**src/rtl/dual_bus_driver_pkg.sv**
```systemverilog
// Package: shared widths and the data word type for the dual bus driver.
// Assumes a single data width used by every submodule.
package dual_bus_driver_pkg;
    localparam int BUS_W     = 12;
    localparam int KEEP_W    = 8;
    localparam int N_COPIES  = 2;
    typedef logic [BUS_W-1:0] bus_word_t;
endpackage

```
**src/rtl/bdrv_capture_bank.sv**
```systemverilog
// Module: register bank with a split load rule.
// Bits below KEEP_W load only when load_n is low; bits at or above
// KEEP_W load on every rising edge. A synchronous active-low reset clears
// every bit and takes priority over loading.
// Assumes KEEP_W <= DATA_W.
module bdrv_capture_bank #(
    parameter int DATA_W = 12,
    parameter int KEEP_W = 8
) (
    input  logic              clk,
    input  logic              rst_n,
    input  logic              load_n,
    input  logic [DATA_W-1:0] d_in,
    output logic [DATA_W-1:0] q_out
);
    localparam int FREE_W = DATA_W - KEEP_W;

    genvar gi;
    generate
        for (gi = 0; gi < DATA_W; gi++) begin : g_bit
            if (gi < KEEP_W) begin : g_gated
                // Gated bit: load only when the enable is asserted.
                always_ff @(posedge clk) begin
                    if (!rst_n)
                        q_out[gi] <= 1'b0;
                    else if (!load_n)
                        q_out[gi] <= d_in[gi];
                end
            end else begin : g_free
                // Free-running bit: load on every edge.
                always_ff @(posedge clk) begin
                    if (!rst_n)
                        q_out[gi] <= 1'b0;
                    else
                        q_out[gi] <= d_in[gi];
                end
            end
        end
    endgenerate

    p_full_load_r3: assert property (@(posedge clk) disable iff (!rst_n)
        !load_n |=> (q_out == $past(d_in)))
        else $error("full load mismatch");

    p_keep_low_r4: assert property (@(posedge clk) disable iff (!rst_n)
        load_n |=> $stable(q_out[KEEP_W-1:0]))
        else $error("held slice changed");

    p_upper_load_r4: assert property (@(posedge clk) disable iff (!rst_n)
        load_n |=> (q_out[DATA_W-1:KEEP_W] == $past(d_in[DATA_W-1:KEEP_W])))
        else $error("upper slice not loaded");

    p_reset_clear_r8: assert property (@(posedge clk)
        !rst_n |=> (q_out == '0))
        else $error("reset did not clear");

    // FREE_W is used only to keep the derived width documented and checked.
    initial begin
        if (FREE_W < 0) $error("KEEP_W exceeds DATA_W");
    end
endmodule

```
**src/rtl/bdrv_out_copy.sv**
```systemverilog
// Module: one output copy. It selects the pass-through input or the
// register value and produces a data value plus a drive flag that stands
// in for a tri-state enable.
// Assumes the select and the enable are shared by all copies.
module bdrv_out_copy #(
    parameter int DATA_W = 12
) (
    input  logic              bypass,
    input  logic              oe_n,
    input  logic [DATA_W-1:0] pass_val,
    input  logic [DATA_W-1:0] reg_val,
    output logic [DATA_W-1:0] data_out,
    output logic              drive_out
);
    // Source select and enable decode for this copy.
    always_comb begin
        data_out  = bypass ? pass_val : reg_val;
        drive_out = ~oe_n;
    end
endmodule

```
**src/rtl/dual_bus_driver.sv**
```systemverilog
// Module: top of the dual-output register/buffer bus driver.
// One register bank feeds N_COPIES identical output stages. buf_mode
// selects pass-through or registered data, and oe_n releases all copies.
// Assumes synchronous active-low reset and a single clock domain.
module dual_bus_driver
    import dual_bus_driver_pkg::*;
(
    input  logic             clk,
    input  logic             rst_n,
    input  logic             buf_mode,
    input  logic             load_n,
    input  logic             oe_n,
    input  logic [BUS_W-1:0] a_in,
    output logic [BUS_W-1:0] y0_data,
    output logic             y0_drive,
    output logic [BUS_W-1:0] y1_data,
    output logic             y1_drive
);
    bus_word_t bank_q;
    bus_word_t copy_data [N_COPIES];
    logic      copy_drv  [N_COPIES];

    bdrv_capture_bank #(.DATA_W(BUS_W), .KEEP_W(KEEP_W)) u_bank (
        .clk    (clk),
        .rst_n  (rst_n),
        .load_n (load_n),
        .d_in   (a_in),
        .q_out  (bank_q)
    );

    genvar ci;
    generate
        for (ci = 0; ci < N_COPIES; ci++) begin : g_copy
            bdrv_out_copy #(.DATA_W(BUS_W)) u_copy (
                .bypass    (buf_mode),
                .oe_n      (oe_n),
                .pass_val  (a_in),
                .reg_val   (bank_q),
                .data_out  (copy_data[ci]),
                .drive_out (copy_drv[ci])
            );
        end
    endgenerate

    // Map the copy array onto the named ports.
    always_comb begin
        y0_data  = copy_data[0];
        y0_drive = copy_drv[0];
        y1_data  = copy_data[1];
        y1_drive = copy_drv[1];
    end

    p_copies_match_r5: assert property (@(posedge clk) disable iff (!rst_n)
        (y0_data == y1_data) && (y0_drive == y1_drive))
        else $error("copies differ");

    p_release_r6: assert property (@(posedge clk) disable iff (!rst_n)
        oe_n |-> (!y0_drive && !y1_drive))
        else $error("drive while released");

    p_enable_r6: assert property (@(posedge clk) disable iff (!rst_n)
        !oe_n |-> (y0_drive && y1_drive))
        else $error("no drive while enabled");

    p_passthru_r2: assert property (@(posedge clk) disable iff (!rst_n)
        buf_mode |-> (y0_data == a_in))
        else $error("pass-through mismatch");

    p_regpath_r1: assert property (@(posedge clk) disable iff (!rst_n)
        !buf_mode |-> (y0_data == bank_q))
        else $error("register path mismatch");
endmodule

```
**config.mk**
```make
export PLATFORM = sky130hd
export DESIGN_NAME = dual_bus_driver
export DESIGN_NICKNAME = d
export VERILOG_FILES = /design/src/rtl/dual_bus_driver_pkg.sv /design/src/rtl/bdrv_capture_bank.sv /design/src/rtl/bdrv_out_copy.sv /design/src/rtl/dual_bus_driver.sv
export SDC_FILE = /design/constraint.sdc
export NUM_CORES = 1
export LEC_CHECK = 0
export BUFFER_PORTS_ARGS = -buffer_cell sky130_fd_sc_hd__buf_2
export CAP_MARGIN = 10
export CORE_MARGIN = 2
export CORE_UTILIZATION = 37
export CTS_CLUSTER_DIAMETER = 200
export DETAILED_ROUTE_END_ITERATION = 8
export HOLD_SLACK_MARGIN = 0.02
export PLACE_DENSITY = 0.71
export RECOVER_POWER = 50
export SYNTH_ARGS = -nofsm -noshare
export SYNTH_HDL_FRONTEND = slang
export SYNTH_SLANG_ARGS = --single-unit
```
**constraint.sdc**
```tcl
create_clock -name clk -period 1.2 [get_ports clk]
set_input_delay 0.06 -clock clk [delete_from_list [all_inputs] [get_ports clk]]
set_output_delay 0.06 -clock clk [all_outputs]
set_load 0.01 [all_outputs]
```
### Word level (Yosys, flattened, before mapping)

Index checks and enable logic that the tools add are counted.

| cells by class | value |
|---|---|
| reduce and logical (&&, ||, !) cells | 0 |
| bitwise gates (word level) | 1 |
| add/subtract/negate cells | 0 |
| equality and inequality tests | 0 |
| mux-type cells | 1 |
| multiply operators | 0 |
| div/mod/pow operators | 0 |
| $lt $le $gt $ge | 0 |
| shift-type cells | 0 |

Operators by type and width:

| kind | number |
|---|---|
| $mux W12 | 1 |
| $not A1 Y1 | 1 |

| storage, ports and cells | value |
|---|---|
| memories kept | 0 |
| output and inout port bits | 26 |
| ROM bits | 0 |
| latch bits | 0 |
| input bits | 17 |
| word-level logic and storage cells | 14 |
| register bits | 12 |
| RAM bits | 0 |

### Longest topological paths before layout

| depth | value |
|---|---|
| word-level depth | 1 |
| depth in mapped cells | 3 |
| depth with buffers taken out | 2 |

### Cells and area by module

From an unflattened synthesis, not the netlist that was laid out.

| unflattened totals | value |
|---|---|
| cell total of the unflattened synthesis | 62 |
| area, all modules | 785.8 µm² |

Modules (own cells, without submodules):

| module | area each (µm²) | times used | sequential area each (µm²) | cells each |
|---|---|---|---|---|
| bdrv_capture_bank | 410.4 | 1 | 240.2 | 34 |
| bdrv_out_copy | 187.7 | 2 | 0.0 | 14 |

### Least setup slack after synthesis

No wires, ideal clock.

| timing path | value |
|---|---|
| kind | reg2out |
| start | reg u_bank.q_out[7] |
| end | out y1_data[7] |
| arrival | 0.723 ns |
| setup slack | 0.417 ns |
| required time | 1.140 ns |
| buffers on the path | 1 |
| stages on the path, launching flop included | 3 |
| cells stage by stage | dfxtp_1 > mux2_2 > buf_4 |

| on the way | value |
|---|---|
| longest elaborated chain between the ends | 1 |

Ends and longest elaborated chain:

| what | RTL line | text |
|---|---|---|
| from (decl) | bdrv_capture_bank.sv:14 | `output logic [DATA_W-1:0] q_out` |
| from (signal, indexed assignment) | bdrv_capture_bank.sv:27 | `q_out[gi] <= d_in[gi];` |
| $mux W12 | n/a |  |
| to (decl) | dual_bus_driver.sv:16 | `output logic [BUS_W-1:0] y1_data,` |

No other way between the ends.

### Final worst setup path

| timing path | value |
|---|---|
| start | in a_in[10] |
| end | out y0_data[10] |

| on the way | value |
|---|---|
| longest elaborated chain between the ends | 1 |

Ends and longest elaborated chain:

| what | RTL line | text |
|---|---|---|
| from (decl) | dual_bus_driver.sv:13 | `input logic [BUS_W-1:0] a_in,` |
| $mux W12 | bdrv_out_copy.sv:17 | `data_out = bypass ? pass_val : reg_val;` |
| to (decl) | dual_bus_driver.sv:14 | `output logic [BUS_W-1:0] y0_data,` |

No other way between the ends.

==> metrics.txt <==
H-tree lvl count 1; unrepaired setup endpoints after global routing false; Worst VDD drop 0.0006622 V; prevailing post-synth register cell dfxtp_1; worst-path cell chain dlygate4sd3_1 > buf_2 > mux2_2 > buf_2; Seq cells post-synth 12; Worst path max stage delay 0.53 ns; postcts setup bufs 0; drt total wl roughly 1300 um; GRT Residual Overflow 0; PwrDens 1132 nW/um^2; reg2reg end u_bank.q_out[7]; critical path class in -> out; post-CTS sizing 0; Tot GR Track Use 0.1186; TritonCTS clock tree done; flop-to-flop setup slack roughly 0.58 ns; iteration count of the initial detailed-routing pass 1; CP Data Required Time 1.14 ns; crit path from a_in[10]; outcome finished clean; Chip Height roughly 47 um; Syn Area/Cell ~11 um^2; Starting Density 0.3964; Leak 0.4671 nW; DRT iter0 DRCs 0; Clock Latency Late Sink 0.26 ns; Slew HR 0.7573; RR Startpoint u_bank.q_out[7]; number of remaining DRC errors 0; Synth cell types 10; Slowest-stage cell, CP dlygate4sd3_1; via count 518; syn nets 78; WL/cell 10.50 um; Slew Viols, Final 0; CTS Buffer Depth 2; hold_sp a_in[4]; max frequency 856.7 MHz; initial antenna violation count 0; Final nets between 100 and 150; Synth top cells by count 14 x buf_4, 12 x dfxtp_1, 10 x mux2_4, 8 x mux2i_1, 8 x nor2b_1; share of cells above drive strength 1 0.5579; Area Overhead vs Synth 27.67%; critical path endpoint category output pin; sequential fraction of the synthesis area 0.3472; Clock Skews 0 ns; number of stages on the worst hold path 3; share of the synthesized area in the top cell type 0.3472; Worst Setup Start Kind primary input; Num CTS Buffers 3; worst reg2reg path depth 2; Tot Pwr approximately 1000 uW; CTS Sinks 12; GP Congestion 0.5931; fin crit share 0.9727; root buffer cell clkbuf_4; number of flip-flops in the largest register 12; Hold-fix buffers, CTS 4; Biggest register u_bank.q_out; antenna diode count 0; Worst Tran Pin Value between 0.3 and 0.4 ns; Via density 4.317; worst-case hold path end point u_bank.q_out[4]; critical path buffer and inverter count 3; count leader, synth buf_4; post-synth top area cell dfxtp_1; Max-Cap Viols 0; die area 2232 um^2; vias in the first global route 458; multi-input logic area about 330 um^2; Fin Setup TNS 0 ns; fin crit period 1.167 ns; die width between 40 and 50 um; ys async rst share 0; Final ANT Viol Nets 0; top post-synthesis cells by area dfxtp_1 35%, mux2_4 22%, buf_4 15%; Port Buffers 42; largest net degree at the start of global routing 13; Worst EP arrival roughly 1.1 ns; core footprint 1745 um^2; Fin. Hold Viols 0; synth warn 0; register area ~240 um^2; # IOs 43; final setup fails 0; min-delay worst type in -> reg; Clock transition at path regs around 0.080 ns; worst-path fanout max 2; CP top delay family buffers and inverters; post-synthesis cell count 61; Layout fillers approximately 180; most frequent CP cell buf_2; first-pass GRT wire length 1842 um; top flop regs u_bank.q_out: 12 flops; Post-Syn Area 691.9 um^2; Setup WS pre-CTS 0.2367 ns; Rows 15; fin worst setup slack 0.03276 ns; EDFF count, synth 0
==> per-stage QoR <==
step | std cells | hold slack [ns] | util | instance area (um^2)
2_1_floorplan | 61 | 0.1711 | - | 691.9
3_3_place_gp | 112 | 0.2743 | 0.4660 | 813.3
3_5_place_dp | 112 | 0.2863 | 0.4660 | 813.3
4_1_cts | 120 | 0.05648 | 0.5097 | 889.6
5_1_grt | 120 | 0.06209 | 0.5061 | 883.3
6_report | 120 | 0.05807 | 0.5061 | 883.3
==> worst max-delay path by stage <==
stage | depth (start not counted) | to
after floorplan | 2 | y1_data[7]
after global placement | 3 | y1_data[7]
after detailed placement | 3 | y0_data[10]
after CTS | 4 | y0_data[8]
after global routing | 4 | y0_data[10]
final | 4 | y0_data[10]
==> layout by cell type (no fill, tap or decap) <==
cell type	netlist	routed
clkbuf_2	0	1
clkbuf_1	1	5
and2_1	4	3
clkbuf_8	0	1
mux2_2	2	2
nor2b_1	8	8
and2_0	0	1
buf_2	0	36
mux2_4	10	10
mux2i_1	8	8
dlygate4sd3_1	0	4
inv_1	1	1
clkbuf_4	0	3
dfxtp_1	12	12
==> kinds of logic (layout without fill, tap and decap cells) <==
| logic type | Yosys count | after routing | share of synthesized area |
|---|---|---|---|
| multiplexers | 20 | 20 | 0.3653 |
| buffers and inverters | 17 | 51 | 0.1790 |
| flip-flops | 12 | 12 | 0.3472 |
| AND/OR/NAND/NOR | 12 | 12 | 0.1085 |
==> where the power goes <==
part           leakage, nW  internal [mW]  total [mW]  switching [mW]
registers           0.0994          0.421       0.430         0.00943
logic                0.347          0.136       0.249           0.113
clock network       0.0210          0.184       0.321           0.136
==> metal layers <==
metal | vias up | share of wire | global-route usage
met4 | 0 | 0.0040 | 0.06667
met1 | 235 | 0.42 | 0.1296
li1 | 256 | - | -
met3 | 2 | 0.070 | 0.03462
met5 | - | 0 | 0
met2 | 25 | 0.50 | 0.2027
==> final cells by class <==
cell class              count  share of cell area
well taps                  25             0.03541
flip-flops and latches     12              0.2720
inverters                   1            0.004249
multi-input cells          32              0.3711
repair buffers             46              0.2762
clock buffers               4             0.04108
==> worst min-delay path: stages <==
cell,delay (ns)
buf_2,0.09
mux2i_1,0.06
nor2b_1,0.09
No activity file was read; power rests on OpenSTA's default activity.
